<file path="src/rtl/twin_shift_pkg.sv">
package twin_shift_pkg;
  localparam int unsigned DEF_LANES = 2;
  localparam int unsigned DEF_DEPTH = 8;
  localparam int unsigned SYNC_DEPTH = 2;
endpackage

</file>
<file path="src/rtl/tss_sync_bank.sv">
module tss_sync_bank #(
  parameter int unsigned W      = 4,
  parameter int unsigned STAGES = 2
) (
  input  logic         clk,
  input  logic         rst_n,
  input  logic [W-1:0] din,
  output logic [W-1:0] dout
);
  logic [STAGES-1:0][W-1:0] chain_q;
  logic [STAGES-1:0][W-1:0] chain_d;

  always_comb begin
    chain_d[0] = din;
    for (int i = 1; i < STAGES; i++) chain_d[i] = chain_q[i-1];
  end

  always_ff @(posedge clk or negedge rst_n) begin
    if (!rst_n) chain_q <= '0;
    else        chain_q <= chain_d;
  end

  assign dout = chain_q[STAGES-1];
endmodule

</file>
<file path="src/rtl/tss_rise_detect.sv">
module tss_rise_detect (
  input  logic clk,
  input  logic rst_n,
  input  logic level,
  output logic strobe
);
  logic prev_q;
  logic prev_d;

  always_comb prev_d = level;

  always_ff @(posedge clk or negedge rst_n) begin
    if (!rst_n) prev_q <= 1'b0;
    else        prev_q <= prev_d;
  end

  assign strobe = level & ~prev_q;


  single_pulse_chk: assert property (@(posedge clk) disable iff (!rst_n)
    strobe |=> !strobe);
endmodule

</file>
<file path="src/rtl/tss_lane.sv">
module tss_lane #(
  parameter int unsigned DEPTH = 8
) (
  input  logic clk,
  input  logic rst_n,
  input  logic shift_en,
  input  logic bit_a,
  input  logic bit_b,
  input  logic pick,
  output logic tail,
  output logic tail_n
);
  logic [DEPTH-1:0] stage_q;
  logic [DEPTH-1:0] stage_d;
  logic             ser_bit;

  assign ser_bit = pick ? bit_b : bit_a;

  always_comb begin
    stage_d = stage_q;
    if (shift_en) stage_d = {stage_q[DEPTH-2:0], ser_bit};
  end

  always_ff @(posedge clk or negedge rst_n) begin
    if (!rst_n) stage_q <= '0;
    else        stage_q <= stage_d;
  end

  assign tail   = stage_q[DEPTH-1];
  assign tail_n = ~stage_q[DEPTH-1];


  hold_idle_chk: assert property (@(posedge clk) disable iff (!rst_n)
    !shift_en |=> $stable(stage_q));

  advance_chk: assert property (@(posedge clk) disable iff (!rst_n)
    shift_en |=> stage_q[DEPTH-1:1] == $past(stage_q[DEPTH-2:0]));

  entry_bit_chk: assert property (@(posedge clk) disable iff (!rst_n)
    shift_en |=> stage_q[0] == ($past(pick) ? $past(bit_b) : $past(bit_a)));
endmodule

</file>
<file path="src/rtl/twin_shift_reg.sv">
module twin_shift_reg
  import twin_shift_pkg::*;
#(
  parameter int unsigned LANES = DEF_LANES,
  parameter int unsigned DEPTH = DEF_DEPTH
) (
  input  logic             clk,
  input  logic             rst_n,
  input  logic             shared_tck,
  input  logic [LANES-1:0] lane_tck,
  input  logic [LANES-1:0] din_a,
  input  logic [LANES-1:0] din_b,
  input  logic [LANES-1:0] pick_b,
  output logic [LANES-1:0] tail,
  output logic [LANES-1:0] tail_n
);
  localparam int unsigned PIN_W = 1 + 4 * LANES;

  logic [1:0] rst_pipe_q;
  logic       rst_int_n;

  always_ff @(posedge clk or negedge rst_n) begin
    if (!rst_n) rst_pipe_q <= 2'b00;
    else        rst_pipe_q <= {rst_pipe_q[0], 1'b1};
  end
  assign rst_int_n = rst_pipe_q[1];

  logic [PIN_W-1:0] pin_raw;
  logic [PIN_W-1:0] pin_s;

  assign pin_raw = {pick_b, din_b, din_a, lane_tck, shared_tck};

  tss_sync_bank #(.W(PIN_W), .STAGES(SYNC_DEPTH)) u_sync (
    .clk   (clk),
    .rst_n (rst_int_n),
    .din   (pin_raw),
    .dout  (pin_s)
  );

  logic             shared_s;
  logic [LANES-1:0] tck_s, a_s, b_s, pick_s, or_lvl, shift_en;

  assign shared_s = pin_s[0];
  assign tck_s    = pin_s[LANES:1];
  assign a_s      = pin_s[2*LANES:LANES+1];
  assign b_s      = pin_s[3*LANES:2*LANES+1];
  assign pick_s   = pin_s[4*LANES:3*LANES+1];

  for (genvar l = 0; l < LANES; l++) begin : g_lane
    assign or_lvl[l] = tck_s[l] | shared_s;

    tss_rise_detect u_rise (
      .clk    (clk),
      .rst_n  (rst_int_n),
      .level  (or_lvl[l]),
      .strobe (shift_en[l])
    );

    tss_lane #(.DEPTH(DEPTH)) u_lane (
      .clk      (clk),
      .rst_n    (rst_int_n),
      .shift_en (shift_en[l]),
      .bit_a    (a_s[l]),
      .bit_b    (b_s[l]),
      .pick     (pick_s[l]),
      .tail     (tail[l]),
      .tail_n   (tail_n[l])
    );


    shared_reach_chk: assert property (@(posedge clk) disable iff (!rst_int_n)
      ($rose(shared_s) && !$past(tck_s[l])) |-> shift_en[l]);
  end
endmodule

</file>
<file path="config.mk">
export PLATFORM = sky130hd
export DESIGN_NAME = twin_shift_reg
export DESIGN_NICKNAME = d
export VERILOG_FILES = /design/src/rtl/twin_shift_pkg.sv /design/src/rtl/tss_sync_bank.sv /design/src/rtl/tss_rise_detect.sv /design/src/rtl/tss_lane.sv /design/src/rtl/twin_shift_reg.sv
export SDC_FILE = /design/constraint.sdc
export NUM_CORES = 1
export LEC_CHECK = 0
export BUFFER_PORTS_ARGS = -buffer_cell sky130_fd_sc_hd__clkbuf_2
export CORE_ASPECT_RATIO = 0.6
export CORE_UTILIZATION = 51
export DETAILED_ROUTE_END_ITERATION = 8
export GPL_ROUTABILITY_DRIVEN = 0
export PLACE_DENSITY = 0.8
export SLEW_MARGIN = 0
export SYNTH_ARGS = -nofsm -noshare
export SYNTH_HDL_FRONTEND = slang
export SYNTH_HIERARCHICAL = 1
export SYNTH_SLANG_ARGS = --single-unit
</file>
<file path="constraint.sdc">
create_clock -name clk -period 2.5 [get_ports clk]
set_input_delay 0.25 -clock clk [delete_from_list [all_inputs] [get_ports clk]]
set_output_delay 0.25 -clock clk [all_outputs]
set_load 0.005 [all_outputs]
</file>
[Yosys cells after proc, flatten, opt, wreduce, memory -nomap -nowiden]
Index checks and enable logic that the tools add are counted.
Word-level totals
  flip-flop bits (word level): 38
  bits of input ports: 11
  output and inout bits: 4
  logic and storage cells: 17
Cells by class
  muxes and demuxes: 2
  bitwise gates (word level): 8
Operators with widths (count)
  1-bit NOT: 4
  1-bit bitwise AND: 2
  1-bit two-way mux: 2
  1-bit bitwise OR: 2

[Longest topological paths before layout]
Gate-level depths: netlist (run 1).
  depth in word-level cells: 2
  gate-level depth with buffers: 5
  mapped depth without buffers: 4

[Cells and area by module]
The synthesis (run 1) kept the hierarchy.
Modules (own cells, without submodules)
  tss_lane: instances 2, cells each 21, area an instance 332.8 um^2, sequential area each 200.2 um^2
  tss_sync_bank: instances 1, cells each 18, area an instance 450.4 um^2, sequential area each 450.4 um^2
  tss_rise_detect: instances 2, cells each 2, area an instance 38.8 um^2, sequential area each 25.0 um^2
  twin_shift_reg: instances 1, cells each 5, area an instance 66.3 um^2, sequential area each 50.0 um^2

[Worst setup path after synthesis (run 1)]
Ideal clock, no wire load.
  kind: reg2reg
  from: reg u_sync.chain_q, in the netlist u_sync/dout[0]
  to: reg g_lane[0].u_lane.stage_q[1]
  setup time: 0.125 ns
  arrival: 1.109 ns
  data required time: 2.375 ns
  slack: 1.266 ns
  cell stages (with the launch flop): 5
  buffers on the path: 1
  clock period less this slack: 1.234 ns
  path through: dfrtp_1 or2_1 nor2b_4 buf_6 mux2_4
Between the ends
  cells in the longest elaborated chain, start to end: 2
RTL lines
  start: declaration: RTL line tss_sync_bank.sv:10  | logic [STAGES-1:0][W-1:0] chain_q;
  start signal: assignment: RTL line tss_sync_bank.sv:20  | else chain_q <= chain_d;
  1-bit bitwise OR: RTL line twin_shift_reg.sv:50  | assign or_lvl[l] = tck_s[l] | shared_s;
  via or_lvl[0]: RTL line twin_shift_reg.sv:41  | logic [LANES-1:0] tck_s, a_s, b_s, pick_s, or_lvl, shift_en;
  1-bit bitwise AND: RTL line tss_rise_detect.sv:17  | assign strobe = level & ~prev_q;
  via shift_en[0]: RTL line twin_shift_reg.sv:41
  end signal: assignment: RTL line tss_lane.sv:26  | else stage_q <= stage_d;
  end: declaration: RTL line tss_lane.sv:13  | logic [DEPTH-1:0] stage_q;
The timed path passes the listed nets, and every way through them passes these cells.
A chain may end at the register's enable or synchronous reset.

[Final worst setup path (run 1)]
  from: reg u_sync.chain_q, in the netlist u_sync/dout[0]
  to: reg g_lane[1].u_lane.stage_q[4]
Between the ends
  cells in the longest elaborated chain, start to end: 2
RTL lines (RTL line)
  1-bit bitwise OR: twin_shift_reg.sv:50
  via or_lvl[1]: twin_shift_reg.sv:41
  1-bit bitwise AND: tss_rise_detect.sv:17
  via shift_en[1]: twin_shift_reg.sv:41
  end signal: assignment: tss_lane.sv:26
  end: declaration: tss_lane.sv:13
The timed path passes the listed nets, and every way through them passes these cells.

==> impl_metrics.py, run 1 <==
metrics = {
    "drt": {
        "wire_per_inst_um": 12.7,
        "drtIter0Drc": 17,
        "drc_errors": 0,
        "drtAntennaViolNets": 0,
        "dr.pass1.iters": 4,
        "vias_per_cell": 4.63,
        "drt-total-wl_um": 1540,
        "vias": 560,
    },
    "worst_setup_path": {
        "critPathRequiredTime_ns": 2.67,
        "critPathArrivalTime_ns": 1.43,
        "critPathLaunchType": "flop",
        "cp_max_fo": 10,
        "cp.buffers_inverters": 0,
        "cp_cell_sequence": "or2_1 > nor2b_4 > mux2_4",
        "max_stage_delay_ns": 0.35,
        "end_kind": "flop",
        "critPathKind": "reg2reg",
        "crit_slowest_cell": "nor2b_4",
        "critical-path-top-delay-family": "simple AND/OR/NAND/NOR gates",
        "rr_worst_depth": 3,
        "worst-path-stages": 3,
    },
    "synth": {
        "syn-cell-area_sq_um": 1260,
        "syn-instance-count": 69,
        "yosysUniqueCellTypes": 12,
        "postSynthAreaPerCell_sq_um": 18.3,
        "syn_nets": 80,
        "ys_warn_count": 6,
        "ys_seq_area_frac": 0.755,
        "synth-seq-cells": 38,
    },
    "hold_path": {
        "holdPathStages": 1,
        "hold_path.class": "in2reg",
    },
    "outcome": {
        "outcome": "completed",
    },
    "cells_and_area": {
        "syn2layout_area_growth_pct": 19.1,
        "diodes": 0,
        "final_common_cell": "dfrtp_1",
        "final_cell_mix": "38 x dfrtp_1, 14 x clkbuf_2, 12 x mux2_4, 5 x clkbuf_8",
        "regArea_sq_um": 951,
        "multiInputGateArea_sq_um": 279,
        "nFillCells": 162,
        "drive_gt1_frac": 0.407,
        "instances_no_fill": 121,
        "final_nets": 101,
    },
    "pwr": {
        "peakVddDrop_mv": 0.499,
        "p_per_area_nw_per_um2": 1100,
        "power.leakage_nw": 0.718,
        "total_power_w": 0.00164,
    },
    "floorplan": {
        "die_area_sq_um": 2680,
        "ioPinCount": 15,
        "fp.dieH_um": 40.5,
        "rows": 13,
        "coreArea_sq_um": 2240,
        "die_x_um": 66.2,
        "start_util": 0.561,
    },
    "timing": {
        "post-route-min-period_ns": 1.25,
        "tns_ns": 0,
        "period_share": 0.502,
        "rsz0062_at_grt": "false",
        "clock_skew_ns": 0.00678,
        "fmax_ghz": 0.797,
        "finalMaxSlewViolations": 0,
        "hold_viol_final": 0,
        "setup_viol": 0,
    },
    "clocking": {
        "cts_tree": "yes",
        "ctsLongestPathBuffers": 2,
        "cts_sinks": 38,
        "ctsResizeCount": 0,
        "cts_hold_buf": 1,
        "postCtsSetupRepairBufs": 0,
        "h-tree-depth": 2,
        "clk_pin_slew_ns": 0.08,
        "cts_root_buffer": "clkbuf_8",
        "cts_buffers": 5,
        "clk_latency_ns": 0.29,
    },
    "global_route": {
        "grt_pass1_vias": 554,
        "grt_pass1_wl_um": 2540,
        "antenna_found_initial": 0,
        "grt_max_degree": 37,
        "overflow": 0,
        "grt.total_usage": 0.153,
    },
    "place": {
        "place_hpwl_um": 959,
        "dp.cells": 112,
        "numPortBuffers": 14,
    },
    "flow_run": {
        "maxCapViolations": 0,
    },
}
[path summary, 6_finish.rpt]
kind                                     startpoint                                      end  slack (ns)
setup / recovery           u_sync/dout[0]$_DFF_PN0_  g_lane[1].u_lane/stage_q[4]$_DFFE_PN0P_        1.25
hold / removal                            pick_b[1]             u_sync/chain_d[17]$_DFF_PN0_        0.06
min in group asynchronous                     rst_n                  rst_pipe_q[0]$_DFF_PN0_        0.27
hold reg to reg             rst_pipe_q[1]$_DFF_PN0_             u_sync/chain_d[13]$_DFF_PN0_        0.27
max in group asynchronous   rst_pipe_q[1]$_DFF_PN0_                 u_sync/dout[5]$_DFF_PN0_        1.93
setup reg to reg           u_sync/dout[0]$_DFF_PN0_  g_lane[1].u_lane/stage_q[4]$_DFFE_PN0P_        1.25
[per-layer routing]
metal / wire (um) / share of wire / global-route usage
met1: 744 / 0.48 / 0.175
met2: 672 / 0.44 / 0.230
met3: 95 / 0.062 / 0.0767
met4: 24 / 0.016 / 0.112
met5: 0 / 0 / 0
[cell families after synthesis]
family / share of synthesized area
buf+inv: 0.0238
other cells: 0.00298
compound gates: 0.0159
simple gates: 0.0437
mux: 0.159
flops: 0.755
[Yosys cell counts]
| cell | n | area (sq um) |
|---|---|---|
| nand2_1 | 2 | 7.51 |
| o21ai_0 | 2 | 10.0 |
| or2_1 | 2 | 12.5 |
| buf_6 | 2 | 22.5 |
| nor2b_4 | 2 | 27.5 |
| dfrtp_1 | 38 | 951 |
| mux2i_1 | 2 | 20.0 |
| inv_1 | 2 | 7.51 |
| mux2_4 | 12 | 180 |
| conb_1 | 1 | 3.75 |
| nor2_1 | 2 | 7.51 |
| a21oi_1 | 2 | 10.0 |
[sequential cells by signal (all words and copies together), names as in the netlist]
register	flops
u_sync/chain_d	9
g_lane.u_lane/stage_q	16
rst_pipe_q	2
g_lane.u_rise/prev_q	2
u_sync/dout	9
[where the power goes]
part           internal (W)  switching, W
Clock              0.000400      0.000212
Combinational      0.000155     0.0000680
Sequential         0.000740     0.0000697
[layout make-up]
class,count,share of cell area
inverter,2,0.00500
sequential,38,0.634
multi-input combinational,27,0.186
clock inverter,3,0.0459
clock buffer,5,0.0459
timing repair buffer,16,0.0584
tap,30,0.0250
[through the flow]
| step | utilization | hold WS, ns | setup WS (ns) | area [sq um] |
|---|---|---|---|---|
| global placement | 0.603 | 0.0369 | 1.30 | 1350 |
| CTS | 0.668 | 0.0487 | 1.25 | 1500 |
| global route | 0.668 | 0.0454 | 1.18 | 1500 |
| floorplan | - | -0.0456 | 1.27 | 1260 |
| finish | 0.668 | 0.0584 | 1.25 | 1500 |
| detailed placement | 0.603 | 0.0384 | 1.27 | 1350 |
Note: power is estimated with default switching activity, not from simulation.
==> run 2, diff against run 1 <==
==> constraint.sdc (replaced) <==
create_clock -name clk -period 1.2 [get_ports clk]
set_input_delay 0.12 -clock clk [delete_from_list [all_inputs] [get_ports clk]]
set_output_delay 0.12 -clock clk [all_outputs]
set_load 0.005 [all_outputs]
==> impl_metrics.py, run 2 (synthesis gave the netlist of run 1 again) <==
metrics = {
    "outcome": {
        "outcome": "complete, but fails checks",
        "violations": "setup timing",
    },
    "global_route": {
        "grt_max_degree": 23,
        "grt_pass1_vias": 654,
        "grt.total_usage": 0.175,
        "overflow": 0,
        "antenna_found_initial": 0,
        "grt_pass1_wl_um": 2960,
    },
    "timing": {
        "finalMaxSlewViolations": 0,
        "clock_skew_ns": 0.00518,
        "setup_viol": 11,
        "worst_hold_slack_ns": 0.180,
        "hold_viol_final": 0,
        "fmax_ghz": 0.817,
        "setup_slack_ns": -0.0242,
        "period_share": 1.02,
        "post-route-min-period_ns": 1.22,
        "rsz0062_at_grt": "true",
    },
    "cells_and_area": {
        "diodes": 0,
        "postLayoutCoreUtil": 0.706,
        "largest_register_ffs": 16,
        "final_nets": 114,
        "top_register": "g_lane.u_lane/stage_q",
        "final_common_cell": "dfrtp_1",
        "drive_gt1_frac": 0.394,
        "final_cell_mix": "38 x dfrtp_1, 14 x clkbuf_2, 12 x mux2_4, 10 x dlygate4sd3_1, 6 x clkbuf_8",
        "nFillCells": 149,
        "syn2layout_area_growth_pct": 25.7,
    },
    "drt": {
        "dr.pass1.iters": 3,
        "wire_per_inst_um": 13.0,
        "drt-total-wl_um": 1740,
        "drtIter0Drc": 12,
        "drc_errors": 0,
        "vias": 606,
        "drtAntennaViolNets": 0,
        "vias_per_cell": 4.52,
    },
    "clocking": {
        "clk_latency_ns": 0.28,
        "cts_buffers": 5,
        "cts_sinks": 38,
        "h-tree-depth": 2,
        "ctsLongestPathBuffers": 2,
        "clk_pin_slew_ns": 0.07,
        "cts_root_buffer": "clkbuf_8",
        "cts_tree": "yes",
    },
    "floorplan": {
        "die_area_sq_um": 2680,
        "coreArea_sq_um": 2240,
        "ioPinCount": 15,
        "fp.dieH_um": 40.5,
        "start_util": 0.561,
        "die_x_um": 66.2,
        "rows": 13,
    },
    "pwr": {
        "peakVddDrop_mv": 1.13,
        "p_per_area_nw_per_um2": 1940,
        "power.leakage_nw": 0.759,
    },
    "worst_setup_path": {
        "critPathArrivalTime_ns": 1.39,
        "critPathRequiredTime_ns": 1.37,
        "critPathLaunchType": "flop",
        "max_stage_delay_ns": 0.37,
        "cp_max_fo": 5,
        "critPathKind": "reg2reg",
        "cp_cell_sequence": "or2_1 > nor2b_4 > mux2_4",
        "end_kind": "flop",
        "crit_slowest_cell": "dfrtp_1",
    },
    "place": {
        "place_hpwl_um": 1030,
        "numPortBuffers": 14,
    },
    "hold_path": {
        "hold_path.class": "in2async",
    },
    "flow_run": {
        "maxCapViolations": 0,
    },
}
[run 2: cell types whose count changed in the layout (fill, tap and decap cells not counted), sizes merged]
cell	before	now
buf	1	4
dlygate4sd3	1	10
nor2b	2	3
clkinvlp	0	1
clkbuf	19	20
bufinv	2	0
[run 2: what timing repair did]
item | CTS | global route
hold endpoints to repair | 11 | 0
pin swaps | 0 | 0
hold buffers | 10 | 0
setup buffers | 1 | 2
gates resized for setup | 1 | 1
endpoints found under the setup margin | 12 | 14
cloned | 1 | 0
[run 2: stage by stage]
| step | worst slack, ns | cells | power [W] | TNS (ns) | cell area (sq um) |
|---|---|---|---|---|---|
| floorplan | -0.0209 | 69 | 0.00203 | -0.251 | 1260 |
| global placement | -0.00527 | 114 | 0.00215 | -0.0185 | 1370 |
| detailed placement | -0.0141 | 114 | 0.00218 | -0.0730 | 1370 |
| CTS | -0.0290 | 134 | 0.00309 | -0.162 | 1580 |
| global route | -0.0868 | 134 | 0.00323 | -0.950 | 1580 |
| finish | -0.0242 | 134 | 0.00307 | -0.151 | 1580 |
[run 2: worst max-delay path: cells and delay by family, from the launching register on]
family           cells  cell delay (ns)
and+or+nand+nor      2             0.45
DFF                  1             0.37
muxes                1             0.30
[run 2: worst paths after layout]
kind	from	end	slack [ns]	cells past startpoint
worst min register to register	rst_pipe_q[1]$_DFF_PN0_	u_sync/chain_d[13]$_DFF_PN0_	0.21	1
worst min-delay path	rst_n	rst_pipe_q[0]$_DFF_PN0_	0.18	2
min in group clk	u_sync/chain_d[12]$_DFF_PN0_	u_sync/dout[3]$_DFF_PN0_	0.35	0
worst max-delay path	u_sync/dout[2]$_DFF_PN0_	g_lane[1].u_lane/stage_q[6]$_DFFE_PN0P_	-0.02	3
worst max register to register	u_sync/dout[2]$_DFF_PN0_	g_lane[1].u_lane/stage_q[6]$_DFFE_PN0P_	-0.02	3
max in group asynchronous	rst_pipe_q[1]$_DFF_PN0_	u_sync/dout[3]$_DFF_PN0_	0.74	1
[run 2: per-layer routing]
| layer | global-route usage | share of wire | vias to the layer above | wire length [um] |
|---|---|---|---|---|
| met2 | 0.296 | 0.48 | 16 | 836 |
| met4 | 0.0798 | 0.015 | 0 | 27 |
| met3 | 0.0852 | 0.045 | 5 | 79 |
| met5 | 0 | 0 | - | 0 |
| li1 | - | - | 288 | - |
| met1 | 0.196 | 0.46 | 297 | 799 |
[run 2: cell type report]
| cell class | instances | area (sq um) | share of cell area |
|---|---|---|---|
| clock buffer | 6 | 82.6 | 0.0521 |
| tap | 30 | 37.5 | 0.0237 |
| inverter | 2 | 7.51 | 0.00474 |
| multi-input combinational | 28 | 293 | 0.185 |
| clock inverter | 2 | 12.5 | 0.00790 |
| sequential | 38 | 951 | 0.600 |
| timing repair buffer | 28 | 200 | 0.126 |
[run 2: power breakdown]
part / internal (W) / switching, W
combinational: 0.000352 / 0.000146
clock: 0.000461 / 0.000418
sequential: 0.00154 / 0.000149
total: 0.00235 / 0.000713
